$ cat config.mk
export PLATFORM = sky130hd
export DESIGN_NAME = pwm_timer
export DESIGN_NICKNAME = d
export VERILOG_FILES = /design/src/rtl/pwm_timer_pkg.sv /design/src/rtl/pwm_cnt.sv /design/src/rtl/pwm_chan.sv /design/src/rtl/pwm_timer.sv
export SDC_FILE = /design/constraint.sdc
export NUM_CORES = 1
export LEC_CHECK = 0
export ABC_AREA = 1
export BUFFER_PORTS_ARGS = -buffer_cell sky130_fd_sc_hd__buf_4
export CAP_MARGIN = 20
export CORE_ASPECT_RATIO = 1.75
export CORE_MARGIN = 3
export CORE_UTILIZATION = 39
export CTS_BUF_LIST = sky130_fd_sc_hd__clkbuf_4 sky130_fd_sc_hd__clkbuf_8
export CTS_CLUSTER_DIAMETER = 60
export CTS_CLUSTER_SIZE = 14
export DETAILED_ROUTE_END_ITERATION = 10
export GPL_ROUTABILITY_DRIVEN = 0
export PLACE_DENSITY = 0.51
export SYNTH_ARGS = -nofsm -noshare
export SYNTH_HDL_FRONTEND = slang
export SYNTH_HIERARCHICAL = 1
export SYNTH_SLANG_ARGS = --single-unit
$ cat constraint.sdc
create_clock -name clk -period 4.15 [get_ports clk]
set_clock_uncertainty 0.2 [all_clocks]
set_input_delay 0.6225 -clock clk [delete_from_list [all_inputs] [get_ports clk]]
set_output_delay 0.6225 -clock clk [all_outputs]
set_load 0.02 [all_outputs]
$ cat src/rtl/pwm_timer_pkg.sv
`timescale 1ns/1ps
// Package: shared encodings for the PWM timer.
// Assumes: the control word fields are decoded in pwm_timer.
package pwm_timer_pkg;

    // TOP source field encodings
    typedef enum logic [1:0] {
        TOP_FIX8 = 2'b00,
        TOP_FIX9 = 2'b01,
        TOP_CMPA = 2'b10,
        TOP_REG  = 2'b11
    } top_src_e;

    // Fixed write selects; compare channel c uses SEL_CMP0 + c
    localparam int SEL_CTRL = 0;
    localparam int SEL_TOP  = 1;
    localparam int SEL_CMP0 = 2;

    // Control word bit positions
    localparam int CTL_PC    = 0;
    localparam int CTL_SRC_L = 1;
    localparam int CTL_RUN   = 3;
    localparam int CTL_COM_L = 4;

endpackage

$ cat src/rtl/pwm_cnt.sv
`timescale 1ns/1ps
// Module: pwm_cnt
// The counter core. In single-slope mode it wraps at TOP. In dual-slope
// mode it turns around at TOP and at zero. It reports the TOP event (the
// point where buffers load) and the overflow event, both combinationally.
// Assumes: step_i already includes the run bit. Only equality with TOP is
// detected, so a count above TOP runs on to the full-width wrap.
module pwm_cnt #(
    parameter int CW = 16
) (
    input  logic          clk,
    input  logic          rst_n,
    input  logic          step_i,
    input  logic          pc_i,
    input  logic [CW-1:0] top_i,
    output logic [CW-1:0] cnt_o,
    output logic          up_o,
    output logic          upd_o,
    output logic          ovf_evt_o
);

    logic [CW-1:0] cnt_q;
    logic          up_q;
    logic          at_top;
    logic          at_bot;

    // Decode end points of the count
    always_comb begin
        at_top = (cnt_q == top_i);
        at_bot = (cnt_q == '0);
    end

    // TOP event: at TOP in single-slope mode, or at TOP while counting up in dual-slope mode
    assign upd_o     = step_i & at_top & (up_q | ~pc_i);
    // Overflow: at TOP in single-slope mode, at zero while counting down in dual-slope mode
    assign ovf_evt_o = step_i & (pc_i ? (~up_q & at_bot) : at_top);

    // Advance the count and the direction on each enabled tick
    always_ff @(posedge clk) begin
        if (!rst_n) begin
            cnt_q <= '0;
            up_q  <= 1'b1;
        end else if (step_i) begin
            if (!pc_i) begin
                up_q  <= 1'b1;
                cnt_q <= at_top ? '0 : cnt_q + 1'b1;
            end else if (up_q) begin
                if (at_top) begin
                    up_q  <= 1'b0;
                    cnt_q <= at_bot ? cnt_q : cnt_q - 1'b1;
                end else begin
                    cnt_q <= cnt_q + 1'b1;
                end
            end else begin
                if (at_bot) begin
                    up_q  <= 1'b1;
                    cnt_q <= at_top ? cnt_q : cnt_q + 1'b1;
                end else begin
                    cnt_q <= cnt_q - 1'b1;
                end
            end
        end
    end

    assign cnt_o = cnt_q;
    assign up_o  = up_q;

endmodule

$ cat src/rtl/pwm_chan.sv
`timescale 1ns/1ps
// Module: pwm_chan
// One compare channel. It holds a pending and an active compare value,
// registers the match pulse, and drives the waveform according to the
// output mode and the counting shape.
// Assumes: wr_i carries data that has already been masked. upd_i is the
// counter's TOP event.
module pwm_chan #(
    parameter int CW = 16
) (
    input  logic          clk,
    input  logic          rst_n,
    input  logic          step_i,
    input  logic          pc_i,
    input  logic          up_i,
    input  logic          upd_i,
    input  logic [CW-1:0] cnt_i,
    input  logic [CW-1:0] top_i,
    input  logic [1:0]    com_i,
    input  logic          wr_i,
    input  logic [CW-1:0] wdata_i,
    output logic [CW-1:0] act_o,
    output logic          match_o,
    output logic          wave_o
);

    logic [CW-1:0] pend_q;
    logic [CW-1:0] act_q;
    logic          hit;
    logic          st_q;
    logic          mt_q;

    assign hit = step_i & (cnt_i == act_q);

    // Hold the pending compare value written by software
    always_ff @(posedge clk) begin
        if (!rst_n)    pend_q <= '0;
        else if (wr_i) pend_q <= wdata_i;
    end

    // Move the pending value into the active register at the TOP event
    always_ff @(posedge clk) begin
        if (!rst_n)     act_q <= '0;
        else if (upd_i) act_q <= pend_q;
    end

    // Register the match pulse
    always_ff @(posedge clk) begin
        if (!rst_n) mt_q <= 1'b0;
        else        mt_q <= hit;
    end

    // Waveform state: the TOP action comes first, and a match at a compare value equal to TOP is ignored
    always_ff @(posedge clk) begin
        if (!rst_n) begin
            st_q <= 1'b0;
        end else if (upd_i && (!pc_i || act_q == top_i)) begin
            st_q <= ~com_i[0];
        end else if (hit && act_q != top_i) begin
            st_q <= (pc_i && !up_i) ? ~com_i[0] : com_i[0];
        end
    end

    assign act_o   = act_q;
    assign match_o = mt_q;
    assign wave_o  = com_i[1] & st_q;

endmodule

$ cat src/rtl/pwm_timer.sv
`timescale 1ns/1ps
// Module: pwm_timer
// The top level. It decodes the write port into the control word, the
// period register and the compare channels, selects TOP, and registers the
// overflow and period-register match pulses.
// Assumes: NCH <= 6, so the control word fits in CW bits.
module pwm_timer
    import pwm_timer_pkg::*;
#(
    parameter int            NCH    = 3,
    parameter int            CW     = 16,
    parameter logic [CW-1:0] FIX_LO = 16'h00FF,
    parameter logic [CW-1:0] FIX_HI = 16'h01FF
) (
    input  logic                     clk,
    input  logic                     rst_n,
    input  logic                     tick_i,
    input  logic                     wr_en_i,
    input  logic [$clog2(NCH+2)-1:0] wr_sel_i,
    input  logic [CW-1:0]            wr_data_i,
    output logic [CW-1:0]            cnt_o,
    output logic [NCH-1:0]           wave_o,
    output logic [NCH-1:0]           match_o,
    output logic                     ovf_o,
    output logic                     topreg_hit_o
);

    localparam int SELW  = $clog2(NCH+2);
    localparam int CTRLW = CTL_COM_L + 2*NCH;

    logic [CTRLW-1:0] ctl_q;
    logic [CW-1:0]    topreg_q;
    logic             ctl_pc;
    logic             ctl_run;
    top_src_e         ctl_src;
    logic [2*NCH-1:0] ctl_com;
    logic [CW-1:0]    top_val;
    logic [CW-1:0]    wmask;
    logic             step;
    logic             up;
    logic             upd;
    logic             ovf_evt;
    logic             ovf_q;
    logic             trh_q;
    logic [CW-1:0]    cnt;
    logic [CW-1:0]    act_w [NCH];

    assign ctl_pc  = ctl_q[CTL_PC];
    assign ctl_run = ctl_q[CTL_RUN];
    assign ctl_src = top_src_e'(ctl_q[CTL_SRC_L+1:CTL_SRC_L]);
    assign ctl_com = ctl_q[CTRLW-1:CTL_COM_L];
    assign step    = tick_i & ctl_run;

    // Control word register
    always_ff @(posedge clk) begin
        if (!rst_n)                                      ctl_q <= '0;
        else if (wr_en_i && wr_sel_i == SELW'(SEL_CTRL)) ctl_q <= wr_data_i[CTRLW-1:0];
    end

    // Period register, used as TOP without buffering
    always_ff @(posedge clk) begin
        if (!rst_n)                                     topreg_q <= '0;
        else if (wr_en_i && wr_sel_i == SELW'(SEL_TOP)) topreg_q <= wr_data_i;
    end

    // Select TOP from the source field
    always_comb begin
        unique case (ctl_src)
            TOP_FIX8: top_val = FIX_LO;
            TOP_FIX9: top_val = FIX_HI;
            TOP_CMPA: top_val = act_w[0];
            default:  top_val = topreg_q;
        endcase
    end

    // Compare writes keep only the bits a fixed TOP can reach
    assign wmask = ctl_src[1] ? '1 : top_val;

    pwm_cnt #(.CW(CW)) u_cnt (
        .clk       (clk),
        .rst_n     (rst_n),
        .step_i    (step),
        .pc_i      (ctl_pc),
        .top_i     (top_val),
        .cnt_o     (cnt),
        .up_o      (up),
        .upd_o     (upd),
        .ovf_evt_o (ovf_evt)
    );

    for (genvar c = 0; c < NCH; c++) begin : g_ch
        pwm_chan #(.CW(CW)) u_ch (
            .clk     (clk),
            .rst_n   (rst_n),
            .step_i  (step),
            .pc_i    (ctl_pc),
            .up_i    (up),
            .upd_i   (upd),
            .cnt_i   (cnt),
            .top_i   (top_val),
            .com_i   (ctl_com[2*c+1:2*c]),
            .wr_i    (wr_en_i && wr_sel_i == SELW'(SEL_CMP0 + c)),
            .wdata_i (wr_data_i & wmask),
            .act_o   (act_w[c]),
            .match_o (match_o[c]),
            .wave_o  (wave_o[c])
        );
    end

    // Register the overflow pulse and the period-register match pulse
    always_ff @(posedge clk) begin
        if (!rst_n) begin
            ovf_q <= 1'b0;
            trh_q <= 1'b0;
        end else begin
            ovf_q <= ovf_evt;
            trh_q <= step && ctl_src == TOP_REG && cnt == topreg_q;
        end
    end

    assign cnt_o        = cnt;
    assign ovf_o        = ovf_q;
    assign topreg_hit_o = trh_q;

endmodule

==> parameters.txt <==
Parameter                              Value

Worst setup path
  Crit path buf inv count ... 4
  CP Data Required Time ... around 4.3 ns
  Worst-path maximum fanout ... 32
  Cell class contributing the biggest share of worst-path delay ... simple AND/OR/NAND/NOR gates
  Chain of cells forming the critical path ... nand2_1, inv_1, a21oi_1, inv_1, nand2_1, nand2_1, nor2_1, nand2_1, nor2_4, nand3_1, nor2_1, buf_4, inv_1, o21ai_0, a21oi_1
  Kind of launch point of the worst setup path ... flop
  Launch point of the critical path ... ctl_q[2]
  Origin of the critical flop-to-flop path ... ctl_q[2]
  Critical Setup Path Class ... flop to flop
  Number of cells traversed by the worst register-to-register path ... 15
  CP max stage cell ... sky130_fd_sc_hd__a21oi_1
  Nature of the critical path endpoint ... flop
  Most used cell, CP ... sky130_fd_sc_hd__nand2_1
  End point of the critical path ... g_ch[2].u_ch/act_o[0]
  Stages on worst setup path ... 15
  Register-to-register setup slack ... between 0.5 and 0.6 ns
  Critical path data arrival time ... 3.78 ns
  Slowest Stage Delay on Critical Path ... approximately 0.56 ns
  Capture point of the worst reg-to-reg path ... g_ch[2].u_ch/act_o[0]

Clocking
  Register clock-pin slew on the reported worst setup and hold paths ... 0.08 ns
  Number of buffers added by the clock tree synthesis step ... 17
  Post-CTS Hold Fix Bufs ... 0
  Clk_lat worst skew ... about 0.49 ns
  Worst-case clock buffer depth ... 2
  Clock Sink Count ... 147
  H-Tree Level Count ... 4
  Resize count post-CTS ... 0
  Post-CTS setup-driven buffer insertion count ... 0
  Clock tree from TritonCTS ... done
  Master cell of the clock root buffer ... sky130_fd_sc_hd__clkbuf_8

Floorplanning
  Floorplan row count ... 73
  Die Footprint ... between 20000 and 30000 µm²
  Initial core utilization ... 39.7%
  Number of placed I/O pins ... between 40 and 50
  Height of the die ... ~210 µm
  X dimension of the die ... about 120 µm
  Core area ... 22800 µm²

Place
  Worst setup timing slack at the placement stage ... between 0.5 and 0.6 ns
  Detailed placer's ending HPWL ... 25.5 mm
  Count of port buffers added during placement ... between 40 and 50

Synth
  Number of warnings reported in the yosys synthesis log ... 6
  Number of synthesized register bits ... ~150
  Distinct cells, synth ... 37
  Cell count after synthesis ... ~1.5k
  Ys async rst share ... 0%
  Total nets after synthesis ... ~1.5k
  Fraction of the yosys area taken by sequential cells ... about a third
  Average cell area after synthesis ... 6.00 µm²
  Ys flop type ... sky130_fd_sc_hd__dfxtp_1
  Post-Syn Area ... ~9100 µm²
  Number of enable-type register cells in the synthesized netlist ... 0

STA
  Number of pins exceeding their max-slew limit in the final report ... 0
  Setup repair after global routing missed its margin ... false
  Transition time at the pin with the least slew margin ... 0.871 ns
  Least setup slack across all paths after layout ... between 0.5 and 0.6 ns
  Worst hold margin ... between 0.2 and 0.25 ns
  Setup TNS ... 0 ns
  Period Utilization, post-route ... 87.9%
  Final hold viol count ... 0
  Number of failing setup endpoints in the final timing report ... 0
  Worst relative slew slack ... a little over two fifths
  Post-layout minimum cycle time ... ~3.6 ns
  Highest achievable clock rate ... ~270 MHz

Global routing
  Pin count of the biggest net entering global routing ... 66
  Overflow left after global routing ... 0
  Number of global-route vias before repair ... ~8.9k
  Overall track demand over capacity in global routing ... 27.0%
  First-pass GRT wire length ... 51.0 mm
  Initial antenna violation count ... 0

Pwr
  Lkg Pwr ... approximately 5.0 nW
  Maximum resistive drop on vdd ... ~0.33 mV
  Final Power ... slightly below 3 mW
  Total power divided by cell area ... between 200 and 300 nW/µm²

Finish
  Layout Nets ... 1580
  # diodes ... 0
  Fraction of final layout cells with drive strength greater than 1 ... 12.0%
  Core utilization of the finished layout ... 44.5%
  Layout overhead on the synthesized area ... 12.0%

Job
  Total of max-cap violations ... 0

Route
  Number of vias in the routed layout ... approximately 9.4k
  Number of vias per cell ... 5.01
  Post-detailed-routing wire length ... around 33 mm
  Wire per inst ... between 15 and 20 µm
  Initial DRT Pass Iterations ... 5
  Antenna-violating nets left ... 0
  Number of DRC markers in iteration 0 ... a little over 700
  Count of unresolved DRC violations after routing ... 0

Min path
  Class of the tightest hold or removal check ... input port to flop

Outcome
  Result of the run ... finished, final reports clean
cells in the mapped netlist (4+ instances only):
cell type / count / area (µm²)
sky130_fd_sc_hd__nand2_1: 394 / 1480
sky130_fd_sc_hd__nand3_2: 10 / 100
sky130_fd_sc_hd__dfxtp_1: 147 / 2940
sky130_fd_sc_hd__nand2_2: 13 / 81.3
sky130_fd_sc_hd__or2_2: 12 / 75.1
sky130_fd_sc_hd__buf_1: 4 / 15.0
sky130_fd_sc_hd__nand4_1: 24 / 150
sky130_fd_sc_hd__clkbuf_1: 32 / 120
sky130_fd_sc_hd__inv_2: 32 / 120
sky130_fd_sc_hd__nand3_1: 65 / 325
sky130_fd_sc_hd__a21oi_1: 90 / 450
sky130_fd_sc_hd__buf_2: 12 / 60.1
sky130_fd_sc_hd__xor2_1: 34 / 298
sky130_fd_sc_hd__xnor2_1: 10 / 87.6
sky130_fd_sc_hd__nor3_1: 15 / 75.1
sky130_fd_sc_hd__nor2_2: 4 / 25.0
sky130_fd_sc_hd__inv_1: 211 / 792
sky130_fd_sc_hd__nor2_1: 230 / 863
sky130_fd_sc_hd__o21ai_0: 135 / 676
sky130_fd_sc_hd__a21oi_2: 4 / 35.0
cell usage in the layout, fill, tap and decap left out, types with 4 or more instances in the layout:
| master | n |
|---|---|
| sky130_fd_sc_hd__a21oi_1 | 90 |
| sky130_fd_sc_hd__nand3_1 | 65 |
| sky130_fd_sc_hd__nand4_1 | 24 |
| sky130_fd_sc_hd__a21oi_2 | 4 |
| sky130_fd_sc_hd__nor3_1 | 15 |
| sky130_fd_sc_hd__nor2_1 | 230 |
| sky130_fd_sc_hd__xnor2_1 | 10 |
| sky130_fd_sc_hd__dfxtp_1 | 147 |
| sky130_fd_sc_hd__clkbuf_8 | 18 |
| sky130_fd_sc_hd__xor2_1 | 34 |
| sky130_fd_sc_hd__nand3_2 | 10 |
| sky130_fd_sc_hd__inv_2 | 32 |
| sky130_fd_sc_hd__nand2_1 | 394 |
| sky130_fd_sc_hd__nand2_2 | 13 |
| sky130_fd_sc_hd__or2_2 | 12 |
| sky130_fd_sc_hd__clkbuf_4 | 4 |
| sky130_fd_sc_hd__o21ai_0 | 135 |
| sky130_fd_sc_hd__inv_1 | 211 |
| sky130_fd_sc_hd__nor2_2 | 4 |
| sky130_fd_sc_hd__buf_4 | 78 |
kinds of logic (layout without fill, tap and decap cells):
logic type | Yosys count | after routing | share of synthesized area [%]
buffers and inverters | 297 | 351 | 12.8
XOR/XNOR | 44 | 44 | 4.25
flip-flops | 147 | 147 | 32.5
AO/OA/AOI/OAI | 236 | 236 | 13.4
AND/OR/NAND/NOR | 784 | 784 | 36.6
adder cells (fa/ha/maj) | 3 | 3 | 0.414
layer usage:
metal | vias up | GRT usage [%] | share of wire, %
met5 | - | 0 | 0
met4 | 0 | 18.9 | 7.6
met3 | 95 | 3.33 | 4.8
met2 | 304 | 44.0 | 47
met1 | 4184 | 32.6 | 40
li1 | 4768 | - | -
flip-flops by register name (all words and copies together), names as in the netlist:
name               cells
ctl_q                 10
g_ch.u_ch/act_o       48
g_ch.u_ch/match_o      3
g_ch.u_ch/pend_q      48
g_ch.u_ch/st_q         3
ovf_o                  1
topreg_hit_o           1
topreg_q              16
u_cnt/cnt_o           16
u_cnt/up_o             1
per-stage QoR:
stage          instance area, µm²  instances
2_1_floorplan                9070       1511
4_1_cts                     10200       1865
3_5_place_dp                 9780       1835
3_3_place_gp                 9780       1835
6_report                    10200       1865
5_1_grt                     10200       1865
area by class of cell:
| class | instances | area, µm² |
|---|---|---|
| multi-input cells | 1067 | 4960 |
| repair buffers | 78 | 586 |
| flip-flops and latches | 147 | 2940 |
| fillers | 2555 | 12700 |
| clock buffers | 22 | 278 |
| clock inverters | 8 | 105 |
| well taps | 300 | 375 |
| inverters | 243 | 912 |
power breakdown:
part,internal (mW),total [mW],switching (mW)
clock,0.571,1.14,0.567
sequential,1.44,1.47,0.0283
combinational,0.103,0.303,0.200
worst min-delay path, stage by stage:
cell	delay, ns
sky130_fd_sc_hd__buf_4	0.12
sky130_fd_sc_hd__nor2_1	0.05
sky130_fd_sc_hd__nor2_1	0.08
worst min-delay path by stage:
stage                            startpoint                      end  slack (ns)  depth (start not counted)
floorplan           g_ch[0].u_ch/pend_q[10]  g_ch[0].u_ch/pend_q[10]        0.26                          2
global placement     g_ch[2].u_ch/pend_q[3]   g_ch[2].u_ch/pend_q[3]        0.27                          2
detailed placement   g_ch[2].u_ch/pend_q[3]   g_ch[2].u_ch/pend_q[3]        0.28                          2
CTS                            wr_data_i[7]   g_ch[1].u_ch/pend_q[7]        0.19                          3
global route                   wr_data_i[6]   g_ch[1].u_ch/pend_q[6]        0.22                          3
finish                         wr_data_i[7]   g_ch[2].u_ch/pend_q[7]        0.23                          3
Note: power is estimated with default switching activity, not from simulation.
